==> config.mk <==
export PLATFORM = sky130hd
export DESIGN_NAME = bank_overlay_mapper
export DESIGN_NICKNAME = d
export VERILOG_FILES = /design/src/rtl/bank_map_pkg.sv /design/src/rtl/map_reg_ctl.sv /design/src/rtl/map_page_xlate.sv /design/src/rtl/map_chip_sel.sv /design/src/rtl/bank_overlay_mapper.sv
export SDC_FILE = /design/constraint.sdc
export NUM_CORES = 1
export LEC_CHECK = 0
export CORE_MARGIN = 5
export CORE_UTILIZATION = 45
export CTS_CLUSTER_SIZE = 14
export DETAILED_ROUTE_END_ITERATION = 7
export DONT_BUFFER_PORTS = 1
export PLACE_DENSITY = 0.74
export RECOVER_POWER = 25
export SLEW_MARGIN = 0
export SYNTH_ARGS = -nofsm -noshare
export SYNTH_HDL_FRONTEND = slang
export SYNTH_SLANG_ARGS = --single-unit
export TNS_END_PERCENT = 5
==> constraint.sdc <==
create_clock -name clk -period 1.25 [get_ports clk]
set_clock_uncertainty 0.15 [all_clocks]
set_input_delay 0.25 -clock clk [delete_from_list [all_inputs] [get_ports clk]]
set_output_delay 0.25 -clock clk [all_outputs]
set_load 0.03 [all_outputs]
==> src/rtl/bank_map_pkg.sv <==
package bank_map_pkg;
    localparam int BANK_W = 3;   // expansion bank number width
    localparam int ARR_W  = 3;   // arrangement number width
    localparam int CPU_AW = 16;  // processor address width
    localparam int WIN_W  = 2;   // window selector width

    typedef struct packed {
        logic [BANK_W-1:0] bank;
        logic [ARR_W-1:0]  arr;
    } map_reg_t;
endpackage

==> src/rtl/map_reg_ctl.sv <==
module map_reg_ctl
    import bank_map_pkg::*;
(
    input  logic       clk,
    input  logic       rst_n,
    input  logic       io_wr,
    input  logic [7:0] io_data,
    output map_reg_t   map_q
);
    localparam int FIELD_W = BANK_W + ARR_W;

    typedef struct packed {
        map_reg_t map;
    } state_t;

    state_t st_d, st_q;

    always_comb begin
        st_d = st_q;
        if (io_wr && io_data[7:6] == 2'b11) begin
            st_d.map = map_reg_t'(io_data[FIELD_W-1:0]);
        end
    end

    always_ff @(posedge clk or negedge rst_n) begin
        if (!rst_n) begin
            st_q <= '0;
        end else begin
            st_q <= st_d;
        end
    end

    assign map_q = st_q.map;
endmodule

==> src/rtl/map_page_xlate.sv <==
module map_page_xlate
    import bank_map_pkg::*;
#(
    parameter int BLOCK_W = BANK_W + 1,
    parameter int PHYS_W  = BLOCK_W + CPU_AW
)(
    input  map_reg_t          map_q,
    input  logic [CPU_AW-1:0] addr,
    output logic [PHYS_W-1:0] phys
);
    localparam int OFS_W = CPU_AW - WIN_W;

    logic [WIN_W-1:0]   win;
    logic [WIN_W:0]     page;
    logic [BLOCK_W-1:0] block;

    assign win = addr[CPU_AW-1:OFS_W];

    always_comb begin
        page = {1'b0, win};
        case (map_q.arr)
            3'd0: page = {1'b0, win};
            3'd1: page = (win == 2'd3) ? 3'd7 : {1'b0, win};
            3'd2: page = {1'b1, win};
            3'd3: begin
                if (win == 2'd1)      page = 3'd3;
                else if (win == 2'd3) page = 3'd7;
                else                  page = {1'b0, win};
            end
            default: page = (win == 2'd1) ? {1'b1, map_q.arr[1:0]} : {1'b0, win};
        endcase
    end

    always_comb begin
        if (page[WIN_W]) block = BLOCK_W'(map_q.bank) + BLOCK_W'(1);
        else             block = '0;
    end

    assign phys = {block, page[WIN_W-1:0], addr[OFS_W-1:0]};
endmodule

==> src/rtl/map_chip_sel.sv <==
module map_chip_sel
    import bank_map_pkg::*;
(
    input  logic [WIN_W-1:0] win,
    input  logic             mem_rd,
    input  logic             mem_wr,
    input  logic             lo_rom_en,
    input  logic             hi_rom_en,
    output logic             rom_cs,
    output logic             ram_cs
);
    localparam logic [WIN_W-1:0] TOP_WIN = {WIN_W{1'b1}};

    logic is_rd;
    logic overlay;

    assign is_rd   = mem_rd && !mem_wr;
    assign overlay = (win == '0 && lo_rom_en) || (win == TOP_WIN && hi_rom_en);
    assign rom_cs  = is_rd && overlay;
    assign ram_cs  = mem_wr || (is_rd && !overlay);
endmodule

==> src/rtl/bank_overlay_mapper.sv <==
module bank_overlay_mapper
    import bank_map_pkg::*;
#(
    parameter int BLOCK_W = BANK_W + 1,
    parameter int PHYS_W  = BLOCK_W + CPU_AW
)(
    input  logic              clk,
    input  logic              rst_n,
    input  logic              io_wr,
    input  logic [7:0]        io_data,
    input  logic [CPU_AW-1:0] cpu_addr,
    input  logic              mem_rd,
    input  logic              mem_wr,
    input  logic              lo_rom_en,
    input  logic              hi_rom_en,
    input  logic [CPU_AW-1:0] vid_addr,
    output logic [PHYS_W-1:0] ram_addr,
    output logic              ram_cs,
    output logic              rom_cs,
    output logic [PHYS_W-1:0] vid_ram_addr
);
    map_reg_t cfg_q;

    map_reg_ctl u_reg (
        .clk     (clk),
        .rst_n   (rst_n),
        .io_wr   (io_wr),
        .io_data (io_data),
        .map_q   (cfg_q)
    );

    map_page_xlate #(.BLOCK_W(BLOCK_W), .PHYS_W(PHYS_W)) u_xlate (
        .map_q (cfg_q),
        .addr  (cpu_addr),
        .phys  (ram_addr)
    );

    map_chip_sel u_sel (
        .win       (cpu_addr[CPU_AW-1:CPU_AW-WIN_W]),
        .mem_rd    (mem_rd),
        .mem_wr    (mem_wr),
        .lo_rom_en (lo_rom_en),
        .hi_rom_en (hi_rom_en),
        .rom_cs    (rom_cs),
        .ram_cs    (ram_cs)
    );

    // Video fetches bypass the banking register entirely.
    assign vid_ram_addr = {{BLOCK_W{1'b0}}, vid_addr};
endmodule

==> impl_metrics.env, run 1 <==
export IMPL_synth_yosys_seq_area_share=0.244
export IMPL_ys_warn_count=0
export IMPL_r2r_slack_ns=0.14
export IMPL_crit_path_max_fanout=4
export IMPL_routedLengthMet1_um=361
export IMPL_type_of_destination_of_the_critical_path="output pin"
export IMPL_vias=363
export IMPL_outcome="complete, but fails checks"
export IMPL_synth_seq_cells=6
export IMPL_grt_pass1_vias=392
export IMPL_dr_wl_met3_um=192
export IMPL_syn_area_per_cell_um2=9.17
export IMPL_fin_worst_hold_slack_ns=0.00805
export IMPL_remaining_drc_errors=0
export IMPL_dp_hpwl_um=963
export IMPL_finalInstanceArea_um2=657
export IMPL_number_of_placed_i_o_pins=89
export IMPL_timing_critical_path_required_ns=0.85
export IMPL_cp_endpoint="ram_addr[16]"
export IMPL_routed_wl_met2_um=532
export IMPL_remaining_global_route_overflow=0
export IMPL_final_cell_mix="buf_4, mux2_2, conb_1, buf_6, dfrtp_1"
export IMPL_grt_max_degree=7
export IMPL_min_period_over_period=1.41
export IMPL_chipHeight_um=47.0
export IMPL_fillerInstances=131
export IMPL_synth_cells=67
export IMPL_design_final_nets=103
export IMPL_setup_worst_path_class="reg2out"
export IMPL_reg_to_reg_startpoint="u_reg.map_q[0]"
export IMPL_p_leak_nw=0.279
export IMPL_synthDominantAreaCellType="buf_4"
export IMPL_worst_r2r_endpoint="u_reg.map_q[0]"
export IMPL_rsz0062_at_grt="yes"
export IMPL_number_of_port_buffers=0
export IMPL_antenna_found_initial=0
export IMPL_drv_slew=0
export IMPL_setup_viol_count_final=8
export IMPL_power_density_cell_area_nw_per_um2=1500
export IMPL_worstSetupStartpointType="flip-flop"
export IMPL_start_util=0.472
export IMPL_htreeDepth=1
export IMPL_routed_wirelength_um=1100
export IMPL_clock_sink_count=6
export IMPL_setup_slack_ns=-0.506
export IMPL_synth_area_um2=614
export IMPL_topRoutingLayerUsed="met4"
export IMPL_groute_usage_overall=0.106
export IMPL_std_cell_rows=13
export IMPL_max_cap_violations=0
export IMPL_tritoncts_num_buffers=3
export IMPL_viasPerCell=5.26
export IMPL_first_iteration_detailed_routing_drc_count=0
export IMPL_clock_tree_root_cell="clkbuf_4"
export IMPL_tritoncts="built"
export IMPL_most_common_library_cell_in_the_layout_ignoring_fill_and_taps="buf_4"
export IMPL_core_area_um2=1300
export IMPL_period_needed_ns=1.76
export IMPL_antenna_violating_nets_post_route=0
export IMPL_insertion_delay_ns=0.24
export IMPL_post_synth_main_area_contributors="buf_4, dfrtp_1, mux2_2"
export IMPL_min_path_type="in2reg"
export IMPL_proportion_of_layout_cells_with_a_drive_suffix_above_1=0.667
export IMPL_area_growth_synth_to_final_pct=6.92
export IMPL_area_used_by_multi_input_combinational_logic_um2=304
export IMPL_reg2reg_depth=2
export IMPL_cts_max_path_buffers=2
export IMPL_regArea_um2=153
export IMPL_routed_wire_length_per_instance_um=16.0
export IMPL_synth_largest_type_area_fraction=0.415
export IMPL_die_x_um=47.0
export IMPL_antennaDiodeCount=0
export IMPL_critical_path_max_stage_delay_ns=0.44
export IMPL_synth_cell_types=18
export IMPL_critical_path_arrival_ns=1.36
export IMPL_placedInstanceArea_um2=586
export IMPL_dieArea_um2=2200
export IMPL_largest_register_ffs=6
export IMPL_critical_path_startpoint="u_reg.map_q[0]"
export IMPL_detail_route_first_pass_iterations=1
export IMPL_cp_cell_instances="nor2b_4 > a311oi_4 > buf_12 > nor3_4 > buf_12"
export IMPL_clkTransAtPathRegs_ns=0.05
export IMPL_finalHoldViolCount=0
export IMPL_global_placement_routability_congestion=0.655
export IMPL_max_clock_freq_mhz=569
export IMPL_critical_path_slowest_cell="dfrtp_2"
export IMPL_grt_pass1_wl_um=1670
export IMPL_vdd_drop_max_v=0.000787
export IMPL_failing_checks="setup timing"
export IMPL_cpMostUsedCell="buf_12"
-- kinds of logic (layout without fill, tap and decap cells) --
family          count (synthesis)  in the layout  synth area share
fa+ha+maj                       1              1            0.0204
other cells                     1              4           0.00610
compound gates                  6              6            0.0835
flops                           6              6             0.244
simple gates                   10             10            0.0937
xor+xnor                        1              1            0.0143
buf+inv                        36             20             0.428
mux                             6              6             0.110
-- area by class of cell --
class	instances	area share
tap	15	0.0286
clock buffer	4	0.0400
multi-input combinational	28	0.463
timing repair buffer	14	0.225
inverter	2	0.0114
sequential	6	0.232
-- report_power, final --
| group | switching, mW | internal [mW] |
|---|---|---|
| sequential | 0.0365 | 0.234 |
| clock | 0.0670 | 0.121 |
| combinational | 0.250 | 0.274 |
| total | 0.354 | 0.629 |
-- worst min-delay path by stage --
stage	depth (start not counted)	start	end	slack (ns)
6_report	1	io_data[2]	u_reg.map_q[2]	0.008
5_1_grt	1	io_data[0]	u_reg.map_q[0]	0.001
4_1_cts	1	io_data[2]	u_reg.map_q[2]	0.0005
3_5_place_dp	0	rst_n	u_reg.map_q[2]	-0.20
3_3_place_gp	0	rst_n	u_reg.map_q[2]	-0.20
2_1_floorplan	0	rst_n	u_reg.map_q[0]	-0.20
-- routing by layer --
layer	global-route usage	up-vias
met5	0	-
met4	0.0773	0
met3	0.0651	4
met2	0.160	31
met1	0.107	167
li1	-	161
-- metrics by stage --
step | utilization | setup WS (ns) | total power, mW | TNS (ns) | instances
6_report | 0.505 | -0.506 | 0.983 | -2.69 | 69
3_3_place_gp | 0.450 | -0.274 | 0.751 | -1.40 | 64
2_1_floorplan | - | -0.231 | 0.763 | -1.01 | 70
5_1_grt | 0.505 | -0.572 | 1.05 | -3.17 | 69
3_5_place_dp | 0.450 | -0.311 | 0.762 | -1.59 | 64
4_1_cts | 0.501 | -0.533 | 0.993 | -2.85 | 69
-- synth_stat cells --
library cell	n
o211ai_1	1
nand2_1	1
mux2_2	6
a31oi_1	1
nor2b_1	1
dfrtp_1	6
xnor2_1	1
inv_1	2
ha_1	1
a21o_1	1
a311oi_2	1
nand3_1	2
nor3b_1	3
a21oi_1	1
o31a_2	1
conb_1	1
buf_4	34
nor3_1	3
-- timing repair --
item,in CTS,in global routing
gates resized for setup,8,2
setup endpoints to repair,8,8
endpoints found under the hold margin,6,0
pin swaps,3,3
hold buffers,1,0
setup buffers,0,0
-- critical path: cells and delay by family, from the launching register on --
family / cells / cell delay [ns]
and+or+nand+nor: 2 / 0.33
DFF: 1 / 0.44
buffers and inverters: 2 / 0.29
AOI/OAI and AO/OA: 1 / 0.05
(Power assumes the default switching activity.)
==> run 2, diff against run 1 <==
--- a/config.mk
+++ b/config.mk
@@ -10,6 +10,7 @@
 export CTS_CLUSTER_SIZE = 14
 export DETAILED_ROUTE_END_ITERATION = 7
 export DONT_BUFFER_PORTS = 1
+export MAX_ROUTING_LAYER = met4
 export PLACE_DENSITY = 0.74
 export RECOVER_POWER = 25
 export SLEW_MARGIN = 0
==> run 2 against run 1 <==
Compared with the run above:
- the flow still finishes with violations (setup timing)
- core utilization is the same
- register-to-register slack is essentially flat
- wire length shrank 0.54%
- total power is essentially flat
- setup slack lost 0.0016 ns
- design area is the same
- sequential power is essentially flat
- worst hold slack is essentially flat
- clock power is essentially flat
- global-route usage grew 0.34 points
- via count grew 0.83%
- sequential share of layout area is the same
- largest power group unchanged
==> impl_metrics.env, run 2 (synthesis results as in run 1) <==
export IMPL_setup_total_negative_slack_ns=-2.69
export IMPL_min_period_over_period=1.41
export IMPL_min_path_type="in2reg"
export IMPL_detail_route_first_pass_iterations=2
export IMPL_max_cap_violations=0
export IMPL_setup_viol_count_final=8
export IMPL_outcome="complete, but fails checks"
export IMPL_die_x_um=47.0
export IMPL_final_util=0.505
export IMPL_number_of_port_buffers=0
export IMPL_grt_pass1_wl_um=1670
export IMPL_finalHoldViolCount=0
export IMPL_area_growth_synth_to_final_pct=6.92
export IMPL_p_leak_nw=0.279
export IMPL_clkTransAtPathRegs_ns=0.05
export IMPL_chipHeight_um=47.0
export IMPL_period_needed_ns=1.76
export IMPL_remaining_drc_errors=0
export IMPL_start_util=0.472
export IMPL_hp_start="io_data[2]"
export IMPL_dieArea_um2=2200
export IMPL_insertion_delay_ns=0.24
export IMPL_timing_critical_path_required_ns=0.85
export IMPL_first_iteration_detailed_routing_drc_count=1
export IMPL_antenna_found_initial=0
export IMPL_tritoncts="built"
export IMPL_viasPerCell=5.30
export IMPL_grt_pass1_vias=391
export IMPL_clock_sink_count=6
export IMPL_power_density_cell_area_nw_per_um2=1500
export IMPL_largest_register_ffs=6
export IMPL_worstSetupStartpointType="flip-flop"
export IMPL_groute_usage_overall=0.110
export IMPL_setup_slack_ns=-0.508
export IMPL_cts_max_path_buffers=2
export IMPL_reg_to_reg_startpoint="u_reg.map_q[0]"
export IMPL_vdd_drop_max_v=0.000787
export IMPL_type_of_destination_of_the_critical_path="output pin"
export IMPL_final_cell_mix="buf_4, mux2_2, conb_1, buf_6, dfrtp_1"
export IMPL_antenna_violating_nets_post_route=0
export IMPL_critical_path_arrival_ns=1.36
export IMPL_fin_worst_hold_slack_ns=0.00828
export IMPL_final_instance_count_excl_fill=69
export IMPL_crit_path_max_fanout=4
export IMPL_rsz0062_at_grt="yes"
export IMPL_p_total_mw=0.983
export IMPL_critical_path_startpoint="u_reg.map_q[0]"
export IMPL_routed_wirelength_um=1100
export IMPL_proportion_of_layout_cells_with_a_drive_suffix_above_1=0.667
export IMPL_dpl_cell_count=64
export IMPL_remaining_global_route_overflow=0
export IMPL_routed_wire_length_per_instance_um=15.9
export IMPL_dp_hpwl_um=963
export IMPL_setup_worst_path_class="reg2out"
export IMPL_clock_tree_root_cell="clkbuf_4"
export IMPL_global_placement_routability_congestion=0.661
export IMPL_max_clock_freq_mhz=569
export IMPL_most_common_library_cell_in_the_layout_ignoring_fill_and_taps="buf_4"
export IMPL_antennaDiodeCount=0
export IMPL_core_area_um2=1300
export IMPL_grt_max_degree=7
export IMPL_vias=366
export IMPL_number_of_placed_i_o_pins=89
export IMPL_tritoncts_num_buffers=3
export IMPL_drv_slew=0
export IMPL_htreeDepth=1
export IMPL_failing_checks="setup timing"
export IMPL_design_final_nets=103
export IMPL_std_cell_rows=13
==> run 2: cell counts in the layout (fill, tap and decap cells not counted) <==
No cell type changed its count.
==> run 2: layout make-up <==
| type | count | area [um2] |
|---|---|---|
| multi-input cells | 28 | 304 |
| flip-flops and latches | 6 | 153 |
| fillers | 131 | 644 |
| repair buffers | 14 | 148 |
| well taps | 15 | 18.8 |
| clock buffers | 4 | 26.3 |
| inverters | 2 | 7.51 |
==> run 2: worst max-delay path, stage by stage (launching register included) <==
cell and delay (ns):
dfrtp_2 0.44, nor2b_4 0.14, a311oi_4 0.05, buf_12 0.15
nor3_4 0.20, buf_12 0.14
==> run 2: where the power goes <==
group	leakage, nW	switching [mW]	total [mW]	internal (mW)
clock network	0.0150	0.0668	0.188	0.121
logic	0.195	0.250	0.524	0.274
registers	0.0689	0.0365	0.271	0.234
total	0.279	0.354	0.983	0.629
==> run 2: final timing paths <==
path | endpoint | slack, ns | depth (start not counted)
worst max-delay path | ram_addr[16] | -0.51 | 5
worst min-delay path | u_reg.map_q[2] | 0.008 | 1
worst max register to register | u_reg.map_q[0] | 0.14 | 2
worst min register to register | u_reg.map_q[5] | 0.42 | 1
max in group asynchronous | u_reg.map_q[0] | 0.55 | 1
min in group asynchronous | u_reg.map_q[1] | 0.17 | 1
==> run 2: through the flow <==
step                cell area, um2  worst slack, ns
finish                         657           -0.508
global route                   657           -0.572
CTS                            652           -0.533
detailed placement             586           -0.311
global placement               586           -0.274
floorplan                      699           -0.231
==> run 2: timing repair <==
item	in CTS	in global routing
hold endpoints to repair	6	0
pin swaps	3	3
buffers inserted	0	0
endpoints found under the setup margin	8	8
hold buffers	1	0
resized for setup	8	2
==> run 2: metal layers <==
metal  global-route usage  part of all wire  vias to the layer above
met5                    -                 0                        -
met3               0.0460              0.14                        4
met4               0.0773             0.015                        0
met2                0.160              0.48                       31
li1                     -                 -                      162
met1                0.119              0.36                      169
